[src/rtl/psw_pkg.sv]
package psw_pkg;

    typedef enum logic [1:0] {
        ST_IDLE = 2'd0,
        ST_SAVE = 2'd1,
        ST_LOAD = 2'd2,
        ST_DONE = 2'd3
    } seq_state_e;

    localparam logic MODE_SUP = 1'b0;
    localparam logic MODE_USR = 1'b1;

endpackage

[src/rtl/psw_xlat.sv]
module psw_xlat #(
    parameter int AW = 8,
    localparam int LW = AW + 1
) (
    input  logic [AW-1:0] vaddr,
    input  logic [AW-1:0] base,
    input  logic [LW-1:0] len,
    output logic [AW-1:0] paddr,
    output logic          in_bounds
);

    // Zero-extend the address so that the full-space length (2^AW) compares correctly.
    always_comb begin
        in_bounds = ({1'b0, vaddr} < len);
        paddr     = base + vaddr;
    end

endmodule

[src/rtl/psw_seq.sv]
module psw_seq
    import psw_pkg::*;
#(
    parameter int AW = 8,
    parameter int WW = 3 * AW + 2
) (
    input  logic          clk,
    input  logic          rst_n,
    input  logic          trig,
    input  logic [WW-1:0] cur_word,
    input  logic          mem_ack,
    output logic          mem_req,
    output logic          mem_we,
    output logic [AW-1:0] mem_addr,
    output logic [WW-1:0] mem_wdata,
    output logic          load_fire,
    output logic          busy
);

    localparam logic [AW-1:0] SAVE_SLOT = '0;
    localparam logic [AW-1:0] LOAD_SLOT = AW'(1);

    seq_state_e state_q, state_d;

    always_ff @(posedge clk or negedge rst_n) begin
        if (!rst_n) state_q <= ST_IDLE;
        else        state_q <= state_d;
    end

    always_comb begin
        state_d = state_q;
        unique case (state_q)
            ST_IDLE: if (trig)    state_d = ST_SAVE;
            ST_SAVE: if (mem_ack) state_d = ST_LOAD;
            ST_LOAD: if (mem_ack) state_d = ST_DONE;
            ST_DONE:              state_d = ST_IDLE;
            default:              state_d = ST_IDLE;
        endcase
    end

    always_comb begin
        mem_req   = 1'b0;
        mem_we    = 1'b0;
        mem_addr  = SAVE_SLOT;
        mem_wdata = cur_word;
        load_fire = 1'b0;
        busy      = 1'b1;
        unique case (state_q)
            ST_IDLE: busy = 1'b0;
            ST_SAVE: begin
                mem_req = 1'b1;
                mem_we  = 1'b1;
            end
            ST_LOAD: begin
                mem_req   = 1'b1;
                mem_addr  = LOAD_SLOT;
                load_fire = mem_ack;
            end
            ST_DONE: ;
            default: busy = 1'b0;
        endcase
    end

    AST_REQ_HELD: assert property (@(posedge clk) disable iff (!rst_n)
        (mem_req && !mem_ack) |=> (mem_req && $stable(mem_we) && $stable(mem_addr)));
    AST_WRITE_ONLY_SLOT0: assert property (@(posedge clk) disable iff (!rst_n)
        (mem_req && mem_we) |-> (mem_addr == SAVE_SLOT));
    AST_LOAD_AFTER_SAVE: assert property (@(posedge clk) disable iff (!rst_n)
        (mem_req && mem_we && mem_ack) |=> (mem_req && !mem_we && mem_addr == LOAD_SLOT));
    AST_DONE_SINGLE: assert property (@(posedge clk) disable iff (!rst_n)
        (busy && !mem_req) |=> !busy);

endmodule

[src/rtl/psw_reg.sv]
module psw_reg
    import psw_pkg::*;
#(
    parameter int AW = 8,
    localparam int LW = AW + 1,
    localparam int WW = 1 + AW + LW + AW
) (
    input  logic          clk,
    input  logic          rst_n,
    input  logic          trap_ld,
    input  logic [WW-1:0] trap_word,
    input  logic          cmd_ld,
    input  logic [WW-1:0] cmd_word,
    input  logic          pc_wr,
    input  logic [AW-1:0] pc_val,
    output logic          mode,
    output logic [AW-1:0] base,
    output logic [LW-1:0] len,
    output logic [AW-1:0] pc,
    output logic [WW-1:0] word
);

    localparam logic [LW-1:0] LEN_FULL = {1'b1, {AW{1'b0}}};
    localparam int PC_LSB   = 0;
    localparam int LEN_LSB  = AW;
    localparam int BASE_LSB = AW + LW;
    localparam int MODE_BIT = WW - 1;

    logic [WW-1:0] src;

    always_comb src = trap_ld ? trap_word : cmd_word;

    always_ff @(posedge clk or negedge rst_n) begin
        if (!rst_n) begin
            mode <= MODE_SUP;
            base <= '0;
            len  <= LEN_FULL;
            pc   <= '0;
        end else if (trap_ld || cmd_ld) begin
            mode <= src[MODE_BIT];
            base <= src[BASE_LSB +: AW];
            len  <= src[LEN_LSB +: LW];
            pc   <= src[PC_LSB +: AW];
        end else if (pc_wr) begin
            pc <= pc_val;
        end
    end

    always_comb word = {mode, base, len, pc};

    AST_TRAP_WORD_TAKEN: assert property (@(posedge clk) disable iff (!rst_n)
        trap_ld |=> (word == $past(trap_word)));
    AST_CMD_WORD_TAKEN: assert property (@(posedge clk) disable iff (!rst_n)
        (cmd_ld && !trap_ld) |=> (word == $past(cmd_word)));

endmodule

[src/rtl/psw_trap_unit.sv]
module psw_trap_unit
    import psw_pkg::*;
#(
    parameter int AW = 8,
    localparam int LW = AW + 1,
    localparam int WW = 1 + AW + LW + AW
) (
    input  logic          clk,
    input  logic          rst_n,
    input  logic          xlat_valid,
    input  logic [AW-1:0] xlat_vaddr,
    output logic          xlat_ok,
    output logic [AW-1:0] xlat_paddr,
    input  logic          trap_req,
    input  logic          lpsw_valid,
    input  logic [WW-1:0] lpsw_word,
    input  logic          core_pc_wr,
    input  logic [AW-1:0] core_pc,
    output logic          mem_req,
    output logic          mem_we,
    output logic [AW-1:0] mem_addr,
    output logic [WW-1:0] mem_wdata,
    input  logic          mem_ack,
    input  logic [WW-1:0] mem_rdata,
    output logic          psw_mode,
    output logic [AW-1:0] psw_base,
    output logic [LW-1:0] psw_len,
    output logic [AW-1:0] psw_pc,
    output logic          busy
);

    logic          in_bounds;
    logic          idle;
    logic          oob_fault;
    logic          priv_fault;
    logic          trig;
    logic          cmd_ld;
    logic          pc_wr;
    logic          load_fire;
    logic [WW-1:0] psw_word;

    psw_xlat #(.AW(AW)) u_xlat (
        .vaddr     (xlat_vaddr),
        .base      (psw_base),
        .len       (psw_len),
        .paddr     (xlat_paddr),
        .in_bounds (in_bounds)
    );

    always_comb begin
        idle       = !busy;
        oob_fault  = xlat_valid && !in_bounds;
        priv_fault = lpsw_valid && (psw_mode == MODE_USR);
        trig       = idle && (trap_req || oob_fault || priv_fault);
        cmd_ld     = idle && lpsw_valid && (psw_mode == MODE_SUP) && !trap_req && !oob_fault;
        pc_wr      = idle && core_pc_wr && !trig;
        xlat_ok    = idle && xlat_valid && in_bounds;
    end

    psw_seq #(.AW(AW), .WW(WW)) u_seq (
        .clk       (clk),
        .rst_n     (rst_n),
        .trig      (trig),
        .cur_word  (psw_word),
        .mem_ack   (mem_ack),
        .mem_req   (mem_req),
        .mem_we    (mem_we),
        .mem_addr  (mem_addr),
        .mem_wdata (mem_wdata),
        .load_fire (load_fire),
        .busy      (busy)
    );

    psw_reg #(.AW(AW)) u_reg (
        .clk       (clk),
        .rst_n     (rst_n),
        .trap_ld   (load_fire),
        .trap_word (mem_rdata),
        .cmd_ld    (cmd_ld),
        .cmd_word  (lpsw_word),
        .pc_wr     (pc_wr),
        .pc_val    (core_pc),
        .mode      (psw_mode),
        .base      (psw_base),
        .len       (psw_len),
        .pc        (psw_pc),
        .word      (psw_word)
    );

    AST_OK_WITHIN_LIMIT: assert property (@(posedge clk) disable iff (!rst_n)
        xlat_ok |-> ({1'b0, xlat_vaddr} < psw_len));
    AST_PSW_FROZEN_BUSY: assert property (@(posedge clk) disable iff (!rst_n)
        (busy && !load_fire) |=> $stable(psw_word));
    AST_SAVE_IS_CURRENT: assert property (@(posedge clk) disable iff (!rst_n)
        (mem_req && mem_we) |-> (mem_wdata == psw_word));
    AST_FAULT_STARTS_SAVE: assert property (@(posedge clk) disable iff (!rst_n)
        (!busy && xlat_valid && !in_bounds) |=> (mem_req && mem_we));

endmodule

[config.mk]
export PLATFORM = sky130hd
export DESIGN_NAME = psw_trap_unit
export DESIGN_NICKNAME = d
export VERILOG_FILES = /design/src/rtl/psw_pkg.sv /design/src/rtl/psw_xlat.sv /design/src/rtl/psw_seq.sv /design/src/rtl/psw_reg.sv /design/src/rtl/psw_trap_unit.sv
export SDC_FILE = /design/constraint.sdc
export NUM_CORES = 1
export LEC_CHECK = 0
export ABC_CLOCK_PERIOD_IN_PS = 2400
export CORE_UTILIZATION = 30
export CTS_CLUSTER_DIAMETER = 80
export DETAILED_ROUTE_END_ITERATION = 10
export GPL_TIMING_DRIVEN = 0
export HOLD_SLACK_MARGIN = 0.02
export PLACE_DENSITY = 0.7
export SYNTH_ARGS = -nofsm -noshare
export SYNTH_HDL_FRONTEND = slang
export SYNTH_HIERARCHICAL = 1
export SYNTH_SLANG_ARGS = --single-unit
[constraint.sdc]
create_clock -name clk -period 2.4 [get_ports clk]
set_clock_uncertainty 0.2 [all_clocks]
set_input_delay 0.48 -clock clk [delete_from_list [all_inputs] [get_ports clk]]
set_output_delay 0.48 -clock clk [all_outputs]
set_load 0.005 [all_outputs]
Word level (Yosys, flattened, before mapping)

Index checks and enable logic that the tools add are counted.

Bits in registers: 28
Memories: 0
Bits in read-only memories: 0
Input bits: 75
Output and inout port bits: 72
Word-level logic and storage cells: 48
Latch bits: 0
Memory bits (writable): 0

Shift operators: 0
Magnitude comparators: 1
$mul: 0
Bitwise operators: 1
Mux-type cells: 12
Eq/ne operators: 6
Add/subtract/negate cells: 1
Div/mod/pow operators: 0
Reduce and logical (&&, ||, !) cells: 22

Operator list:

| cell                                                                  | number |
|---|---|
| 26-bit two-way mux                                                    | 1 |
| 8-bit two-way mux                                                     | 2 |
| 1-bit logical AND                                                     | 11 |
| 8-bit by 9-bit less-than comparator with 1-bit output                 | 1 |
| 8-bit adder                                                           | 1 |
| 2-bit case mux with 4 select lines                                    | 1 |
| 2-bit two-way mux                                                     | 3 |
| 1-bit two-way mux                                                     | 5 |
| 2-bit equality test, second input constant                            | 2 |
| 1-bit zero test                                                       | 4 |
| 2-bit != test, second input constant                                  | 2 |
| 1-bit logical OR                                                      | 3 |
| 3-bit AND reduction                                                   | 1 |
| 2-bit by 1-bit equality test with 1-bit output, second input constant | 1 |
| 2-bit zero test                                                       | 1 |
| 2-bit by 1-bit != test with 1-bit output, second input constant       | 1 |
| 2-bit nonzero test                                                    | 1 |
| 2-bit OR reduction                                                    | 1 |
| 1-bit NOT                                                             | 1 |

Logic depth before layout (Yosys ltp)

Depth after elaboration: 10
Mapped depth: 11
Gate-level depth less buffers: 10

Hierarchy

The synthesis kept the hierarchy.

By module, submodules not included:

| module        | times used | area each (sq um) | cells each | seq. area each (sq um) |
|---|---|---|---|---|
| psw_reg       | 1          | 1437.6            | 151        | 651.9 |
| psw_xlat      | 1          | 493.0             | 66         | 0.0 |
| psw_seq       | 1          | 425.4             | 51         | 50.0 |
| psw_trap_unit | 1          | 62.6              | 10         | 0.0 |

Least setup slack after synthesis

OpenSTA, ideal clock, no wires.

Kind: input to output
Start: input port xlat_vaddr[0]
End: output port xlat_paddr[6]
Slack: -0.109 ns
Data arrival time: 1.829 ns
Buffers on the path: 0
Stages on the path: 7
Required time: 1.720 ns
Cell sequence: ha_1 > inv_1 > fa_1 > nor2b_4 > o31a_1 > or4b_1 > nand3_1

Word-level cells in the longest chain between the ends: 1

Ends and longest elaborated chain:

| element     | RTL line            | source |
|---|---|---|
| from (decl) | psw_trap_unit.sv:11 | `input logic [AW-1:0] xlat_vaddr,` |
| 8-bit adder | psw_xlat.sv:15      | `paddr = base + vaddr;` |
| to (decl)   | psw_trap_unit.sv:13 | `output logic [AW-1:0] xlat_paddr,` |

No other way between the ends.

Worst setup path after layout

Start: register u_reg.base[0]
End: output port xlat_paddr[6]

Word-level cells in the longest chain between the ends: 1

Ends and longest elaborated chain:

| element                | RTL line       | source |
|---|---|---|
| from (decl)            | psw_reg.sv:17  | `output logic [AW-1:0] base,` |
| from (signal assigned) | psw_reg.sv:41  | `base <= src[BASE_LSB +: AW];` |
| 8-bit adder            | psw_xlat.sv:15 |  |

No other way between the ends.

==> impl_summary.log <==
[metrics] Setup WS post-layout: -0.4146 ns
[metrics] number of failing setup endpoints in the final timing report: 33
[metrics] vias after detailed routing: 2448
[metrics] Yosys top cell area share: 27.94%
[metrics] root cell of the clock tree: sky130_fd_sc_hd__clkbuf_8
[metrics] leakage power of the design: 1.911 nW
[metrics] failing checks: negative setup slack
[metrics] Port Buffers: 139
[metrics] leading cell type in the layout, fill and taps excluded: sky130_fd_sc_hd__clkdlybuf4s50_1
[metrics] pre-CTS setup slack: -1.111 ns
[metrics] WP data arrival: 2.13 ns
[metrics] detailed-routing iteration count for the pre-antenna-repair pass: 4
[metrics] Tightest Hold Check Type: in -> async
[metrics] largest net degree at the start of global routing: 29
[metrics] clock sink total: 28
[metrics] count of antenna-violating nets left after detailed routing: 0
[metrics] critical path buffer and inverter count: 2
[metrics] Post-DP HPWL: 5.983 mm
[metrics] Post-Synthesis Cells: 278
[metrics] final net count: 542
[metrics] number of CTS-inserted buffers: 3
[metrics] setup repair after global routing missed its margin: true
[metrics] Fillers: 697
[metrics] routability-driven placement congestion ratio: 0.7702
[metrics] Die Width: 91.79 um
[metrics] peak ir drop on the vdd network: 386.5 uV
[metrics] I/O pin count: 147
[metrics] Max Transition Viols Final: 0
[metrics] Critical Setup Path Class: reg -> out
[metrics] deepest clock path buffer count: 2
[metrics] final period demand of the worst path: 2.815 ns
[metrics] most frequent cells in the layout: sky130_fd_sc_hd__clkdlybuf4s50_1 (122), sky130_fd_sc_hd__buf_4 (77), sky130_fd_sc_hd__dfrtp_1 (26)
[metrics] total of warnings raised by yosys: 6
[metrics] part of the Yosys area used for sequential elements: 29.02%
[metrics] clock slew at reported path FFs: 0.12 ns
[metrics] standard cell with the maximum stage delay on the critical path: sky130_fd_sc_hd__or4b_1
[metrics] final worst path period share: 117.3%
[metrics] cell total after placement: 525
[metrics] core utilization of the finished layout: 57.75%
[metrics] final routed wirelength across all metal layers: 7.983 mm
[metrics] post-synthesis to final-layout area growth: 85.46%
[metrics] cell type with the largest total area after synthesis: sky130_fd_sc_hd__dfrtp_1
[metrics] global-route wire length before repair: 12.56 mm
[metrics] total power per unit cell area: 1152 nW/um^2
[metrics] proportion of synthesized flip-flops having asynchronous set or reset: 100.0%
[metrics] Mean Syn Cell Area: 8.700 um^2
[metrics] CP peak stage delay: 0.47 ns
[metrics] Total Die Area: 8425 um^2
[metrics] outcome: finished with violations
[metrics] leading cell types by total area after synthesis: sky130_fd_sc_hd__dfrtp_1 (28%), sky130_fd_sc_hd__buf_4 (19%), sky130_fd_sc_hd__ha_1 (9.3%)
[metrics] routed length per instance: 14.54 um
[metrics] area of the core: 7767 um^2
[metrics] Post-synth EDFFs: 0
[metrics] Remaining DRCs: 0
[metrics] number of antenna violations at the first check in global routing: 0
[metrics] Critical Path Start Type: flop
[metrics] cell row count: 32
[metrics] highest achievable clock rate: 355.3 MHz
[metrics] crit-path leading delay family: simple AND/OR/NAND/NOR gates
[metrics] final instance count without filler cells: 549
[metrics] final setup TNS: -4.902 ns
[metrics] Initial DRC Count: 60
[metrics] number of storage elements in the synthesis netlist: 28
[metrics] number of global-route vias before repair: 2522
[metrics] hold violation count in the final report: 0
[metrics] proportion of layout cells with a drive suffix above 1: 35.57%
[metrics] primary flip-flop cell chosen by synthesis mapping: sky130_fd_sc_hd__dfrtp_1
[metrics] count of maximum capacitance violations: 0
[metrics] unique cell type count in the Yosys netlist: 44
[metrics] global routing usage summed across all routing layers: 18.74%
[metrics] required time at the endpoint of the critical path: 1.72 ns
[metrics] leftover overflow at the end of global routing: 0
[metrics] critical path fanouts, max: 3
[metrics] Worst Max-Slew Pin Slew: 0.6818 ns
[metrics] initial core utilization: 31.14%
[metrics] crit-path cells: ha_2, inv_2, fa_2, nor2b_4, o31a_1, or4b_1, nand3_1, buf_2
[metrics] worst skew pair latency: 0.29 ns
[metrics] Synth Cell Area: 2419 um^2
[metrics] htree depth: 1
[metrics] CTS tree: yes
[metrics] type of element capturing the critical path: output pin
[metrics] worst slew margin relative to its limit: 54.55%
[metrics] Die Height: 91.79 um
[metrics] antenna fix cells: 0
[metrics] detail-routed via count per cell: 4.459
metrics by stage:
stage | hold WS (ns) | area [um^2] | power (mW)
final | 0.01250 | 4486 | 5.169
after detailed placement | 0.3285 | 4011 | 4.283
after global placement | 0.3266 | 4011 | 4.198
after CTS | 0.3614 | 4429 | 5.000
after global routing | 0.06514 | 4486 | 5.541
after floorplan | -0.01559 | 2492 | 2.657
cells in the mapped netlist, types with 2 or more instances:
library cell	instances
sky130_fd_sc_hd__buf_4	62
sky130_fd_sc_hd__dfrtp_1	27
sky130_fd_sc_hd__nand2_1	22
sky130_fd_sc_hd__mux2i_1	20
sky130_fd_sc_hd__o21ai_0	20
sky130_fd_sc_hd__ha_1	18
sky130_fd_sc_hd__inv_1	18
sky130_fd_sc_hd__nor2_1	14
sky130_fd_sc_hd__a21oi_1	13
sky130_fd_sc_hd__o21ai_1	10
sky130_fd_sc_hd__a22oi_1	8
sky130_fd_sc_hd__buf_2	4
sky130_fd_sc_hd__nor2b_1	4
sky130_fd_sc_hd__a211oi_1	3
sky130_fd_sc_hd__xnor2_1	3
sky130_fd_sc_hd__and4_1	2
sky130_fd_sc_hd__nand3_1	2
sky130_fd_sc_hd__nor3_1	2
where the power goes:
part / internal (mW) / switching (mW)
Clock: 0.224 / 0.177
Sequential: 0.716 / 0.231
Combinational: 2.43 / 1.39
Total: 3.37 / 1.80
kinds of logic after synthesis:
| kind of cell | synth area share [%] |
|---|---|
| buffers and inverters | 23.23 |
| AO/OA/AOI/OAI | 15.47 |
| AND/OR/NAND/NOR | 11.17 |
| flip-flops | 29.02 |
| multiplexers | 9.363 |
| adder cells (fa/ha/maj) | 10.14 |
| other | 0.1551 |
| XOR/XNOR | 1.449 |
metal layers:
| metal | track usage, % | routed length, um |
|---|---|---|
| met1 | 22.04 | 3292 |
| met2 | 35.90 | 4299 |
| met3 | 2.736 | 339 |
| met4 | 3.646 | 51 |
| met5 | 0 | 0 |
final cells by class:
class                   instances  area [um^2]  share of cell area [%]
clock buffers                   3        41.29                  0.9205
well taps                     102        127.6                   2.845
repair buffers                159         1525                   34.00
plain buffers                  68        531.8                   11.85
clock inverters                 1        30.03                  0.6695
multi-input cells             170         1459                   32.52
flip-flops and latches         28        703.2                   15.68
inverters                      18        67.56                   1.506
worst paths after layout:
check                                        startpoint                           end  slack, ns  depth (start not counted)
setup / recovery              u_reg/base[0]$_DFFE_PN0P_                 xlat_paddr[6]      -0.41                          8
setup reg to reg               u_reg/len[1]$_DFFE_PN0P_       u_reg/pc[3]$_DFFE_PN0P_      -0.18                         11
min in group clk           u_seq/state_q[1]$_DFFE_PN0P_  u_seq/state_q[1]$_DFFE_PN0P_       0.36                          1
max in group asynchronous                         rst_n     u_reg/base[2]$_DFFE_PN0P_       1.50                          1
hold / removal                                    rst_n  u_seq/state_q[1]$_DFFE_PN0P_       0.01                          1
hold reg to reg            u_seq/state_q[1]$_DFFE_PN0P_  u_seq/state_q[1]$_DFFE_PN0P_       0.36                          1
timing repair:
| action | in CTS | in global routing |
|---|---|---|
| resized for setup | 85 | 27 |
| hold buffers | 0 | 0 |
| setup buffers | 13 | 9 |
| pin swaps | 26 | 16 |
| hold endpoints to repair | 0 | 0 |
| endpoints found under the setup margin | 37 | 36 |
| gates cloned | 2 | 0 |
state kept, by name, summed over array words and instances, names as in the netlist:
register	flops
u_reg/len	9
u_seq/state_q	2
u_reg/base	8
u_reg/mode	1
u_reg/pc	8
(Power assumes the default switching activity.)
